[src/rtl/wg_pkg.sv]
package wg_pkg;
    typedef enum logic [2:0] {
        ST_IDLE   = 3'd0,
        ST_ACTIVE = 3'd1,
        ST_WIPE   = 3'd2,
        ST_VERIFY = 3'd3,
        ST_ERROR  = 3'd4
    } wg_state_e;
endpackage

[src/rtl/wg_readback_cmp.sv]
module wg_readback_cmp #(
    parameter int WORD_W  = 32,
    parameter int N_WORDS = 10
) (
    input  logic [N_WORDS*WORD_W-1:0] readback_i,
    input  logic [WORD_W-1:0]         fill_i,
    output logic                      match_o
);
    logic [N_WORDS-1:0] word_eq;

    for (genvar k = 0; k < N_WORDS; k++) begin : g_word
        assign word_eq[k] = (readback_i[k*WORD_W +: WORD_W] == fill_i);
    end

    assign match_o = &word_eq;
endmodule

[src/rtl/wg_result_hold.sv]
module wg_result_hold #(
    parameter int RES_W = 256
) (
    input  logic             clk_i,
    input  logic             rst_ni,
    input  logic             capture_i,
    input  logic             wipe_i,
    input  logic [RES_W-1:0] data_i,
    output logic [RES_W-1:0] data_o,
    output logic             valid_o
);
    logic [RES_W-1:0] hold_d, hold_q;
    logic             vld_d, vld_q;

    always_comb begin
        hold_d = hold_q;
        vld_d  = vld_q;
        if (capture_i) begin
            hold_d = data_i;
            vld_d  = 1'b1;
        end else if (wipe_i) begin
            hold_d = '0;
            vld_d  = 1'b0;
        end
    end

    always_ff @(posedge clk_i or negedge rst_ni) begin
        if (!rst_ni) begin
            hold_q <= '0;
            vld_q  <= 1'b0;
        end else begin
            hold_q <= hold_d;
            vld_q  <= vld_d;
        end
    end

    assign data_o  = hold_q;
    assign valid_o = vld_q;

    AST_CAPTURE_WINS: assert property (@(posedge clk_i) disable iff (!rst_ni)
        capture_i |=> valid_o) else $error("capture lost");
    AST_WIPE_EMPTIES: assert property (@(posedge clk_i) disable iff (!rst_ni)
        (wipe_i && !capture_i) |=> (!valid_o && data_o == '0)) else $error("hold not wiped");
endmodule

[src/rtl/wipe_guard.sv]
module wipe_guard
    import wg_pkg::*;
#(
    parameter int WORD_W  = 32,
    parameter int N_WORDS = 10,
    parameter int ID_W    = 8,
    parameter int RES_W   = 256
) (
    input  logic                      clk_i,
    input  logic                      rst_ni,
    input  logic                      req_i,
    input  logic [ID_W-1:0]           owner_id_i,
    input  logic                      fill_rand_sel_i,
    input  logic [WORD_W-1:0]         rand_word_i,
    input  logic                      acc_done_i,
    input  logic [RES_W-1:0]          acc_result_i,
    input  logic                      release_i,
    input  logic [N_WORDS*WORD_W-1:0] readback_i,
    output logic                      acc_start_o,
    output logic                      clear_o,
    output logic [WORD_W-1:0]         fill_o,
    output logic                      ready_o,
    output logic                      busy_o,
    output logic                      err_o,
    output logic [RES_W-1:0]          result_o,
    output logic                      result_valid_o
);
    localparam int RB_W = N_WORDS * WORD_W;

    typedef struct packed {
        wg_state_e         state;
        logic [ID_W-1:0]   owner;
        logic              owner_vld;
        logic [WORD_W-1:0] fill;
    } ctl_t;

    ctl_t ctl_d, ctl_q;
    logic start_c, capture_c, hold_wipe_c, match_w, switch_c;
    logic [WORD_W-1:0] next_fill_c;
    logic [RB_W-1:0]   rb_w;

    assign rb_w        = readback_i;
    assign next_fill_c = fill_rand_sel_i ? rand_word_i : '0;
    assign switch_c    = ctl_q.owner_vld && (owner_id_i != ctl_q.owner);

    wg_readback_cmp #(.WORD_W(WORD_W), .N_WORDS(N_WORDS)) cmp_i (
        .readback_i (rb_w),
        .fill_i     (ctl_q.fill),
        .match_o    (match_w)
    );

    always_comb begin
        ctl_d       = ctl_q;
        start_c     = 1'b0;
        capture_c   = 1'b0;
        hold_wipe_c = release_i;
        unique case (ctl_q.state)
            ST_IDLE: begin
                if (req_i) begin
                    if (switch_c) begin
                        ctl_d.state = ST_WIPE;
                        ctl_d.owner = owner_id_i;
                        ctl_d.fill  = next_fill_c;
                        hold_wipe_c = 1'b1;
                    end else begin
                        start_c         = 1'b1;
                        ctl_d.state     = ST_ACTIVE;
                        ctl_d.owner     = owner_id_i;
                        ctl_d.owner_vld = 1'b1;
                    end
                end
            end
            ST_ACTIVE: begin
                if (acc_done_i) begin
                    ctl_d.state = ST_WIPE;
                    ctl_d.fill  = next_fill_c;
                    capture_c   = 1'b1;
                end
            end
            ST_WIPE:   ctl_d.state = ST_VERIFY;
            ST_VERIFY: ctl_d.state = match_w ? ST_IDLE : ST_ERROR;
            ST_ERROR:  ctl_d.state = ST_ERROR;
            default:   ctl_d.state = ST_ERROR;
        endcase
    end

    always_ff @(posedge clk_i or negedge rst_ni) begin
        if (!rst_ni) begin
            ctl_q.state     <= ST_WIPE;
            ctl_q.owner     <= '0;
            ctl_q.owner_vld <= 1'b0;
            ctl_q.fill      <= '0;
        end else begin
            ctl_q <= ctl_d;
        end
    end

    wg_result_hold #(.RES_W(RES_W)) hold_i (
        .clk_i     (clk_i),
        .rst_ni    (rst_ni),
        .capture_i (capture_c),
        .wipe_i    (hold_wipe_c),
        .data_i    (acc_result_i),
        .data_o    (result_o),
        .valid_o   (result_valid_o)
    );

    assign acc_start_o = start_c;
    assign clear_o     = (ctl_q.state == ST_WIPE);
    assign fill_o      = ctl_q.fill;
    assign ready_o     = (ctl_q.state == ST_IDLE);
    assign busy_o      = (ctl_q.state == ST_ACTIVE) || (ctl_q.state == ST_WIPE)
                      || (ctl_q.state == ST_VERIFY);
    assign err_o       = (ctl_q.state == ST_ERROR);

    AST_START_GOES_ACTIVE: assert property (@(posedge clk_i) disable iff (!rst_ni)
        acc_start_o |=> (busy_o && !ready_o)) else $error("start not active");
    AST_DONE_TRIGGERS_WIPE: assert property (@(posedge clk_i) disable iff (!rst_ni)
        (ctl_q.state == ST_ACTIVE && acc_done_i) |=> clear_o) else $error("no wipe on done");
    AST_WIPE_SINGLE: assert property (@(posedge clk_i) disable iff (!rst_ni)
        clear_o |=> (!clear_o && busy_o)) else $error("wipe too long");
    AST_SWITCH_WIPES: assert property (@(posedge clk_i) disable iff (!rst_ni)
        (ready_o && req_i && switch_c) |=> clear_o) else $error("owner switch no wipe");
    AST_NOT_READY_IN_WIPE: assert property (@(posedge clk_i) disable iff (!rst_ni)
        clear_o |-> !ready_o) else $error("ready during wipe");
    AST_VERIFY_FAIL: assert property (@(posedge clk_i) disable iff (!rst_ni)
        (ctl_q.state == ST_VERIFY && !match_w) |=> err_o) else $error("mismatch missed");
    AST_ERR_STICKY: assert property (@(posedge clk_i) disable iff (!rst_ni)
        err_o |=> err_o) else $error("error cleared");
    AST_ERR_BLOCKS: assert property (@(posedge clk_i) disable iff (!rst_ni)
        err_o |-> (!acc_start_o && !ready_o)) else $error("start in error");
endmodule

[config.mk]
export PLATFORM = sky130hd
export DESIGN_NAME = wipe_guard
export DESIGN_NICKNAME = d
export VERILOG_FILES = /design/src/rtl/wg_pkg.sv /design/src/rtl/wg_readback_cmp.sv /design/src/rtl/wg_result_hold.sv /design/src/rtl/wipe_guard.sv
export SDC_FILE = /design/constraint.sdc
export NUM_CORES = 1
export LEC_CHECK = 0
export BUFFER_PORTS_ARGS = -buffer_cell sky130_fd_sc_hd__buf_2
export CORE_AREA = 8 8 352 354
export DETAILED_ROUTE_END_ITERATION = 12
export DIE_AREA = 0 0 360 362
export PLACE_DENSITY = 0.36
export SETUP_SLACK_MARGIN = 0.3
export SYNTH_ARGS = -nofsm -noshare
export SYNTH_HDL_FRONTEND = slang
export SYNTH_HIERARCHICAL = 1
export SYNTH_SLANG_ARGS = --single-unit
export TNS_END_PERCENT = 20
[constraint.sdc]
create_clock -name clk_i -period 2.12 [get_ports clk_i]
set_input_delay 0.424 -clock clk_i [delete_from_list [all_inputs] [get_ports clk_i]]
set_output_delay 0.424 -clock clk_i [all_outputs]
set_load 0.03 [all_outputs]
==> impl_metrics.yaml, run 1 <==
outcome:
  outcome: "finished with violations"
  violations: "negative setup slack"
sta:
  slew_headroom_pct: 60.8
  final-hold-violation-count: 0
  period_minus_slack_ns: 2.65
  slew_violations: 0
  period_share_pct: 125
  fmax_ghz: 0.377
  whs_ns: 0.0754
  finClkSkew_ns: 0.0223
  finalSetupViolations: 276
  fin_ws_ns: -0.529
  worst_pin_slew_ns: 0.588
  rsz0062_at_grt: "true"
power:
  power.switching_w: 0.00425
  switching_share_pct: 27.4
  combPwrFrac_pct: 16.4
  ir_drop_mv: 0.423
  p_int_w: 0.0113
  p_clk_share_pct: 46.0
  power_leakage_nw: 13.6
  cellPowerDensity_nw_per_um2: 588
  power_frac_seq_pct: 37.7
cts:
  cts_made_buffers: 40
  htree_levels: 2
  clkSinkCount: 301
  clock_path_buffers: 3
  clk_pin_slew_ns: 0.06
  clock_latency_ns: 0.57
  cts_tree: "built"
  clock-root-buffer: "clkbuf_16"
worst_setup_path:
  crit_chain: "buf_12 > or4_1 > nor2_1 > a31oi_2 > nor4_4 > nand4_1 > buf_4 > nor4_4 > o21bai_1"
  setup.worst_path.start_class: "flip-flop"
  arrival_ns: 3.09
  max_stage_delay_ns: 0.51
  critical_path_class: "reg2reg"
  critPathRequiredTime_ns: 2.56
  critPathMaxFanout: 5
  end_kind: "flip-flop"
  cp_common_cell: "nor4_4"
  critPathSlowestCell: "or4_1"
grt:
  grt_max_degree: 59
  grt_use_total_pct: 16.0
  grt_pass1_wl_um: 148000
  antenna_found_initial: 80
  grt_overflow_total: 0
  grt_pass1_vias: 17435
logic_synthesis:
  synthFlopType: "dfrtp_1"
  yosys_warnings: 6
  netlist-cell-type-count: 58
  yosys-top-cells-area: "dfrtp_1 (49%), a22o_1 (15%), xor2_1 (3.9%), xnor2_1 (3.4%), nand3_1 (2.8%)"
  synth-edff-count: 0
  ys_seq_area_share_pct: 49.4
  async_reset_ff_share_pct: 100
  synthCells: 1340
  synth_top_area_share_pct: 49.2
  ys_ff_latch: 301
  syn-num-nets: 1962
  synth_top_area_cell: "dfrtp_1"
  syn_area_per_cell_um2: 11.4
  mappedNetlistArea_um2: 15300
floorplanning:
  start_util_pct: 12.9
  core-area_um2: 119000
  die_width_um: 360
  rows: 127
  dieArea_um2: 130000
  die_y_um: 362
  io_pins: 916
cells_and_area:
  postLayoutCoreUtil_pct: 22.2
  area_delta_synth_final_pct: 73.0
  layout.nets: 3047
  seq_area_um2: 7540
  final_cell_mix: "buf_2 (888), dfrtp_1 (292), a22o_1 (256), buf_4 (146), nand3_1 (77)"
  drive_gt1_share_pct: 55.1
  multi_input_area_um2: 7060
  fillCellCount: 13080
  layout_commonest_cell: "buf_2"
route:
  via_per_inst: 4.14
  drc: 0
  ant_nets: 0
  drt_iter0_markers: 923
  first_pass_iters: 5
  wl_um: 113000
  dr_total_vias: 16700
  wl_per_cell_um: 28.0
placement:
  place.gp.congestion: 0.935
  place_hpwl_um: 91200
  port_buffers: 915
run:
  max_cap_viol_count: 0
worst_hold_path:
  min-delay-path-class: "in2reg"
[worst max-delay path, delay by kind of cell, from the launching register on]
| family | cells | cell delay (ns) |
|---|---|---|
| and+or+nand+nor | 5 | 1.53 |
| DFF | 1 | 0.46 |
| buffers and inverters | 2 | 0.34 |
| AOI/OAI and AO/OA | 2 | 0.19 |
[cell usage after synthesis (8+ instances only)]
cell type and instances:
a32oi_1 32, o2111ai_1 32, a22o_1 256, xnor2_1 60, buf_6 37, mux2_4 8, o22ai_1 31, nor4_1 26
clkbuf_1 24, nor2b_1 32, or4_1 8, nor3_1 65, or3_1 15, and3_1 67, buf_2 58, xor2_1 68
buf_4 37, dfrtp_1 300, nand2_1 10, nand3_1 84, nand4_1 28
[timing repair]
action	4_1_cts	5_1_grt
resized for setup	161	67
setup endpoints to repair	320	326
cloned	11	17
hold endpoints to repair	27	0
pin swaps	108	146
hold buffers	1	0
setup buffers	40	14
[routing by layer]
layer | global-route usage, % | part of all wire (%) | vias to the layer above
met5 | 0 | 0.29 | -
met4 | 6.10 | 4.6 | 50
met3 | 6.60 | 9.6 | 225
met2 | 30.1 | 52 | 841
met1 | 15.7 | 33 | 8148
li1 | - | - | 7436
[metrics by stage]
stage          TNS, ns  cells  area, µm²  setup WS, ns  total power, W
2_1_floorplan        0   1340      15500        0.0833         0.00663
3_3_place_gp    -38.27   3848      22800        -0.945         0.00801
3_5_place_dp    -42.02   3848      22800         -1.08         0.00802
4_1_cts         -25.19   3971      25400        -0.533          0.0156
5_1_grt         -56.61   4009      26300        -0.558          0.0162
6_report        -22.58   4035      26400        -0.529          0.0155
[final timing paths]
check                                  start                  to  slack, ns  cells past startpoint
max in group asynchronous             rst_ni   hold_i/data_o[22]       1.06                      3
setup / recovery                   fill_o[4]           ctl_q[43]      -0.53                      9
setup reg to reg                   fill_o[4]           ctl_q[43]      -0.53                      9
hold reg to reg               hold_i/valid_o      hold_i/valid_o       0.49                      1
min in group asynchronous             rst_ni   hold_i/data_o[28]       0.38                      2
hold / removal             acc_result_i[146]  hold_i/data_o[146]       0.08                      2
[layout make-up]
cell class | count | area share, %
inverters | 5 | 0.0711
clock inverters | 17 | 0.796
well taps | 1548 | 7.34
diodes | 33 | 0.313
clock buffers | 54 | 4.29
repair buffers | 1200 | 31.9
multi-input cells | 877 | 26.8
flip-flops and latches | 301 | 28.6
[sequential cells by signal, summed over array words and instances, names as in the netlist]
name / flops
hold_i/valid_o: 1
ctl_q: 12
hold_i/data_o: 256
fill_o: 32
[power groups by stage]
stage / sequential (W) / clock [W] / combinational (W)
3_3_place_gp: 0.00594 / 0 / 0.00207
5_1_grt: 0.00584 / 0.00763 / 0.00271
4_1_cts: 0.00584 / 0.00743 / 0.00236
3_5_place_dp: 0.00594 / 0 / 0.00208
2_1_floorplan: 0.00591 / 0 / 0.000718
6_report: 0.00585 / 0.00713 / 0.00254
[logic make-up after synthesis]
group,Yosys count,share of synthesized area [%]
buffers and inverters,162,7.20
multiplexers,9,0.853
AO/OA/AOI/OAI,380,21.3
AND/OR/NAND/NOR,359,13.8
flip-flops,301,49.4
XOR/XNOR,129,7.46
Power figures use the tool's default switching activity.
==> run 2, diff against run 1 <==
--- a/config.mk
+++ b/config.mk
@@ -11,6 +11,7 @@
 export DIE_AREA = 0 0 360 362
 export PLACE_DENSITY = 0.36
 export SETUP_SLACK_MARGIN = 0.3
+export SLEW_MARGIN = 10
 export SYNTH_ARGS = -nofsm -noshare
 export SYNTH_HDL_FRONTEND = slang
 export SYNTH_HIERARCHICAL = 1
==> constraint.sdc (replaced) <==
create_clock -name clk_i -period 2.12 [get_ports clk_i]
set_input_delay 0.424 -clock clk_i [delete_from_list [all_inputs] [get_ports clk_i]]
set_output_delay 0.424 -clock clk_i [all_outputs]
set_load 0.005 [all_outputs]
==> impl_metrics.yaml, run 2 (synthesis gave the netlist of run 1 again) <==
cells_and_area:
  layout_commonest_cell: "buf_2"
  design_area_um2: 25900
  layout.nets: 3006
  largest_register_ffs: 256
  final_cell_mix: "buf_2 (892), dfrtp_1 (284), a22o_1 (256), buf_4 (110), nand3_1 (82)"
  area_delta_synth_final_pct: 70.1
  drive_gt1_share_pct: 55.2
sta:
  finClkSkew_ns: 0.0219
  fin_ws_ns: -0.374
  period_share_pct: 118
  period_minus_slack_ns: 2.49
  rsz0062_at_grt: "true"
  final-hold-violation-count: 0
  slew_headroom_pct: 56.7
  finalSetupViolations: 213
  worst_pin_slew_ns: 0.647
  slew_violations: 0
  fmax_ghz: 0.401
cts:
  clock-root-buffer: "clkbuf_16"
  clk_pin_slew_ns: 0.06
  cts_tree: "built"
  clkSinkCount: 301
  htree_levels: 2
  clock_latency_ns: 0.58
  clock_path_buffers: 3
  cts_made_buffers: 40
worst_setup_path:
  arrival_ns: 2.95
  end_kind: "flip-flop"
  cp_num_buf_inv: 3
  critPathMaxFanout: 5
  crit_chain: "buf_12 > buf_4 > xor2_1 > nor4_1 > buf_4 > nand4_1 > or3_4 > nor4_4 > o21bai_1"
  setup.worst_path.start_class: "flip-flop"
  cp_common_cell: "buf_4"
  rr_worst_depth: 9
  critical_path_class: "reg2reg"
  max_stage_delay_ns: 0.42
  r2r_setup_slack_ns: -0.37
  critical-path-top-delay-family: "simple AND/OR/NAND/NOR gates"
  critPathRequiredTime_ns: 2.57
  crit-reg2reg-launch: "fill_o[4]"
  critPathSlowestCell: "or3_4"
  rr_endpoint: "ctl_q[43]"
worst_hold_path:
  worstHoldPathCells: 2
  min-delay-path-class: "in2reg"
  hp-start: "acc_result_i[159]"
  whs_endpoint: "hold_i/data_o[159]"
floorplanning:
  start_util_pct: 12.9
  die_y_um: 362
  dieArea_um2: 130000
  core-area_um2: 119000
  rows: 127
  io_pins: 916
  die_width_um: 360
outcome:
  violations: "negative setup slack"
  outcome: "finished with violations"
power:
  power_frac_seq_pct: 37.7
  p_clk_share_pct: 47.3
  switching_share_pct: 26.5
  power_leakage_nw: 13.2
  ir_drop_mv: 0.399
  combPwrFrac_pct: 15.0
  p_int_w: 0.0114
  power.switching_w: 0.00411
  cellPowerDensity_nw_per_um2: 597
grt:
  grt_use_total_pct: 16.0
  grt_overflow_total: 0
  antenna_found_initial: 86
  grt_pass1_wl_um: 148000
  grt_max_degree: 53
  grt_pass1_vias: 17500
placement:
  dp_slack_ns: -1.01
  port_buffers: 915
  postPlaceCellArea_um2: 22600
  place_hpwl_um: 90800
  place.gp.congestion: 0.912
route:
  drc: 0
  first_pass_iters: 5
  via_per_inst: 4.09
  wl_um: 111000
  wl_per_cell_um: 27.6
  ant_nets: 0
  drt_iter0_markers: 1024
  dr_total_vias: 16383
run:
  max_cap_viol_count: 0
[run 2: cell types whose count changed in the layout (fill, tap and decap cells not counted), moves of 7 or more]
cell | before | now
o2111ai_1 | 17 | 32
diode_2 | 33 | 40
dfrtp_2 | 8 | 16
o2111ai_2 | 9 | 0
buf_6 | 64 | 76
buf_4 | 146 | 110
dfrtp_1 | 292 | 284
clkbuf_16 | 55 | 45
nor4_1 | 21 | 13
nor3_2 | 7 | 14
[run 2: what timing repair did]
item	in CTS	in global routing
endpoints found under the hold margin	26	0
pin swaps	113	147
setup buffers	21	11
setup endpoints to repair	315	322
hold buffers	1	0
resized for setup	173	73
cloned	11	6
[run 2: metal layers]
layer	track usage, %	vias to the layer above	share of wire, %
met5	0	-	0.31
met4	6.69	54	4.7
met3	6.08	221	8.9
met2	30.2	854	53
met1	15.5	7929	33
li1	-	7325	-
[run 2: worst max path at each step]
stage	startpoint	slack [ns]	to	depth (start not counted)
2_1_floorplan	readback_i[27]	0.08	ctl_q[43]	6
4_1_cts	fill_o[20]	-0.40	ctl_q[43]	11
5_1_grt	fill_o[29]	-0.45	ctl_q[43]	9
6_report	fill_o[4]	-0.37	ctl_q[43]	9
3_3_place_gp	fill_o[20]	-0.95	ctl_q[43]	11
3_5_place_dp	fill_o[20]	-1.01	ctl_q[43]	11
[run 2: through the flow]
| stage | TNS [ns] | instances | power (W) | hold WS, ns | utilization [%] |
|---|---|---|---|---|---|
| 6_report | -13.49 | 4003 | 0.0155 | 0.0735 | 21.9 |
| 2_1_floorplan | 0 | 1340 | 0.00657 | 0.128 | - |
| 4_1_cts | -18.55 | 3946 | 0.0157 | 0.00772 | 21.3 |
| 5_1_grt | -47.86 | 3981 | 0.0162 | 0.0227 | 21.8 |
| 3_5_place_dp | -48.27 | 3840 | 0.00792 | 0.349 | 19.1 |
| 3_3_place_gp | -42.43 | 3840 | 0.00791 | 0.350 | 19.1 |
[run 2: power groups by stage]
stage | Clock (W) | Combinational, W | Sequential (W)
floorplan | 0 | 0.000662 | 0.00591
global placement | 0 | 0.00198 | 0.00594
detailed placement | 0 | 0.00199 | 0.00594
CTS | 0.00765 | 0.00224 | 0.00584
global route | 0.00787 | 0.00247 | 0.00584
finish | 0.00732 | 0.00231 | 0.00584
[run 2: area by class of cell]
class                           count  area, µm²
Tap cell                         1548       1940
Inverter                            5       21.3
Multi-Input combinational cell    877       7120
Clock inverter                     14        209
Sequential cell                   301       7550
Clock buffer                       59       1210
Timing Repair Buffer             1159       7790
Fill cell                       13059      92800
Antenna cell                       40        100
==> run 3, diff against run 2 <==
--- a/config.mk
+++ b/config.mk
@@ -7,10 +7,12 @@
 export LEC_CHECK = 0
 export BUFFER_PORTS_ARGS = -buffer_cell sky130_fd_sc_hd__buf_2
 export CORE_AREA = 8 8 352 354
+export CTS_BUF_LIST = sky130_fd_sc_hd__clkbuf_16
 export DETAILED_ROUTE_END_ITERATION = 12
 export DIE_AREA = 0 0 360 362
 export PLACE_DENSITY = 0.36
 export SETUP_SLACK_MARGIN = 0.3
+export SKIP_CTS_REPAIR_TIMING = 1
 export SLEW_MARGIN = 10
 export SYNTH_ARGS = -nofsm -noshare
 export SYNTH_HDL_FRONTEND = slang
==> impl_metrics.yaml, run 3 (synthesis gave the netlist of run 1 again) <==
grt:
  grt_pass1_wl_um: 145000
  antenna_found_initial: 85
  grt_overflow_total: 0
  grt_max_degree: 53
  grt_use_total_pct: 15.6
  grt_pass1_vias: 17151
floorplanning:
  die_y_um: 362
  die_width_um: 360
  io_pins: 916
  dieArea_um2: 130000
  start_util_pct: 12.9
  core-area_um2: 119000
  rows: 127
route:
  drt-met1-wl_um: 37000
  met3WireLength_um: 9340
  first_pass_iters: 5
  dr_total_vias: 16226
  drt_iter0_markers: 1003
  top_layer_used: "met5"
  routed-wl-met2_um: 57000
  via_per_inst: 4.09
  wl_per_cell_um: 27.4
  ant_nets: 0
  wl_um: 109000
  drc: 0
power:
  total_power_w: 0.0148
  ir_drop_mv: 0.396
  cellPowerDensity_nw_per_um2: 598
  power_leakage_nw: 12.8
cells_and_area:
  multi_input_area_um2: 6980
  design_area_um2: 24700
  postLayoutCoreUtil_pct: 20.8
  area_delta_synth_final_pct: 62.2
  layout.nets: 2974
  final_cell_mix: "buf_2 (914), dfrtp_1 (287), a22o_1 (256), buf_4 (149), nand3_1 (83)"
  largest_register_ffs: 256
  layout_commonest_cell: "buf_2"
  seq_area_um2: 7550
  drive_gt1_share_pct: 53.1
  fillCellCount: 13143
sta:
  period_minus_slack_ns: 2.50
  finClkSkew_ns: 0.0228
  slew_headroom_pct: 58.9
  worst_pin_slew_ns: 0.614
  fmax_ghz: 0.399
  period_share_pct: 118
  rsz0062_at_grt: "true"
  final-hold-violation-count: 0
  fin_ws_ns: -0.383
  whs_ns: 0.0700
  finalSetupViolations: 26
  slew_violations: 0
cts:
  clock_latency_ns: 0.58
  clock_path_buffers: 3
  clkSinkCount: 301
  htree_levels: 2
  clk_pin_slew_ns: 0.06
  cts_made_buffers: 40
  cts_tree: "built"
  clock-root-buffer: "clkbuf_16"
placement:
  place_hpwl_um: 90800
  postPlaceCellArea_um2: 22600
  port_buffers: 915
  place.gp.congestion: 0.912
worst_setup_path:
  rr_worst_depth: 9
  critical_path_class: "reg2out"
  critPathRequiredTime_ns: 1.70
  end_kind: "output port"
  critPathMaxFanout: 5
  setup.worst_path.start_class: "flip-flop"
  arrival_ns: 2.08
worst_hold_path:
  worstHoldPathCells: 2
  min-delay-path-class: "in2reg"
outcome:
  outcome: "finished with violations"
  violations: "negative setup slack"
run:
  max_cap_viol_count: 0
-- run 3: final timing paths --
path                       slack (ns)               from                 end
max                             -0.38          ctl_q[43]         acc_start_o
min reg2reg                      0.49  hold_i/data_o[32]   hold_i/data_o[32]
min in group asynchronous        0.32             rst_ni   hold_i/data_o[17]
max reg2reg                     -0.35         fill_o[12]           ctl_q[43]
max in group asynchronous        1.10             rst_ni  hold_i/data_o[228]
min                              0.07  acc_result_i[159]  hold_i/data_o[159]
-- run 3: area by class of cell --
cell class	count	share of cell area, %
Timing Repair Buffer	1127	27.7
Tap cell	1548	7.83
Sequential cell	301	30.5
Clock buffer	41	4.15
Multi-Input combinational cell	877	28.2
Antenna cell	39	0.394
Clock inverter	32	1.12
Inverter	5	0.0759
-- run 3: worst max-delay path, stage by stage, from the launching register on --
cell,delay (ns)
dfrtp_1,0.49
or4b_4,0.65
nor2_1,0.19
buf_2,0.18
-- run 3: power breakdown --
part           switching, W  total (W)  internal (W)
clock network       0.00285    0.00686       0.00400
registers         0.0000552    0.00584       0.00578
logic               0.00114    0.00211      0.000971
-- run 3: metrics by stage --
stage               std cells  TNS [ns]  worst slack, ns
floorplan                1340         0           0.0833
global placement         3840    -42.43           -0.954
detailed placement       3840    -48.27            -1.01
CTS                      3913    -14.05            -1.05
global route             3944     -9.85           -0.518
finish                   3970     -1.29           -0.383
-- run 3: per-layer routing --
metal  vias to the layer above  GRT usage, %
met4                        48          6.11
met2                       813          29.5
met3                       210          5.96
li1                       7267             -
met1                      7888          15.2
met5                         -             0
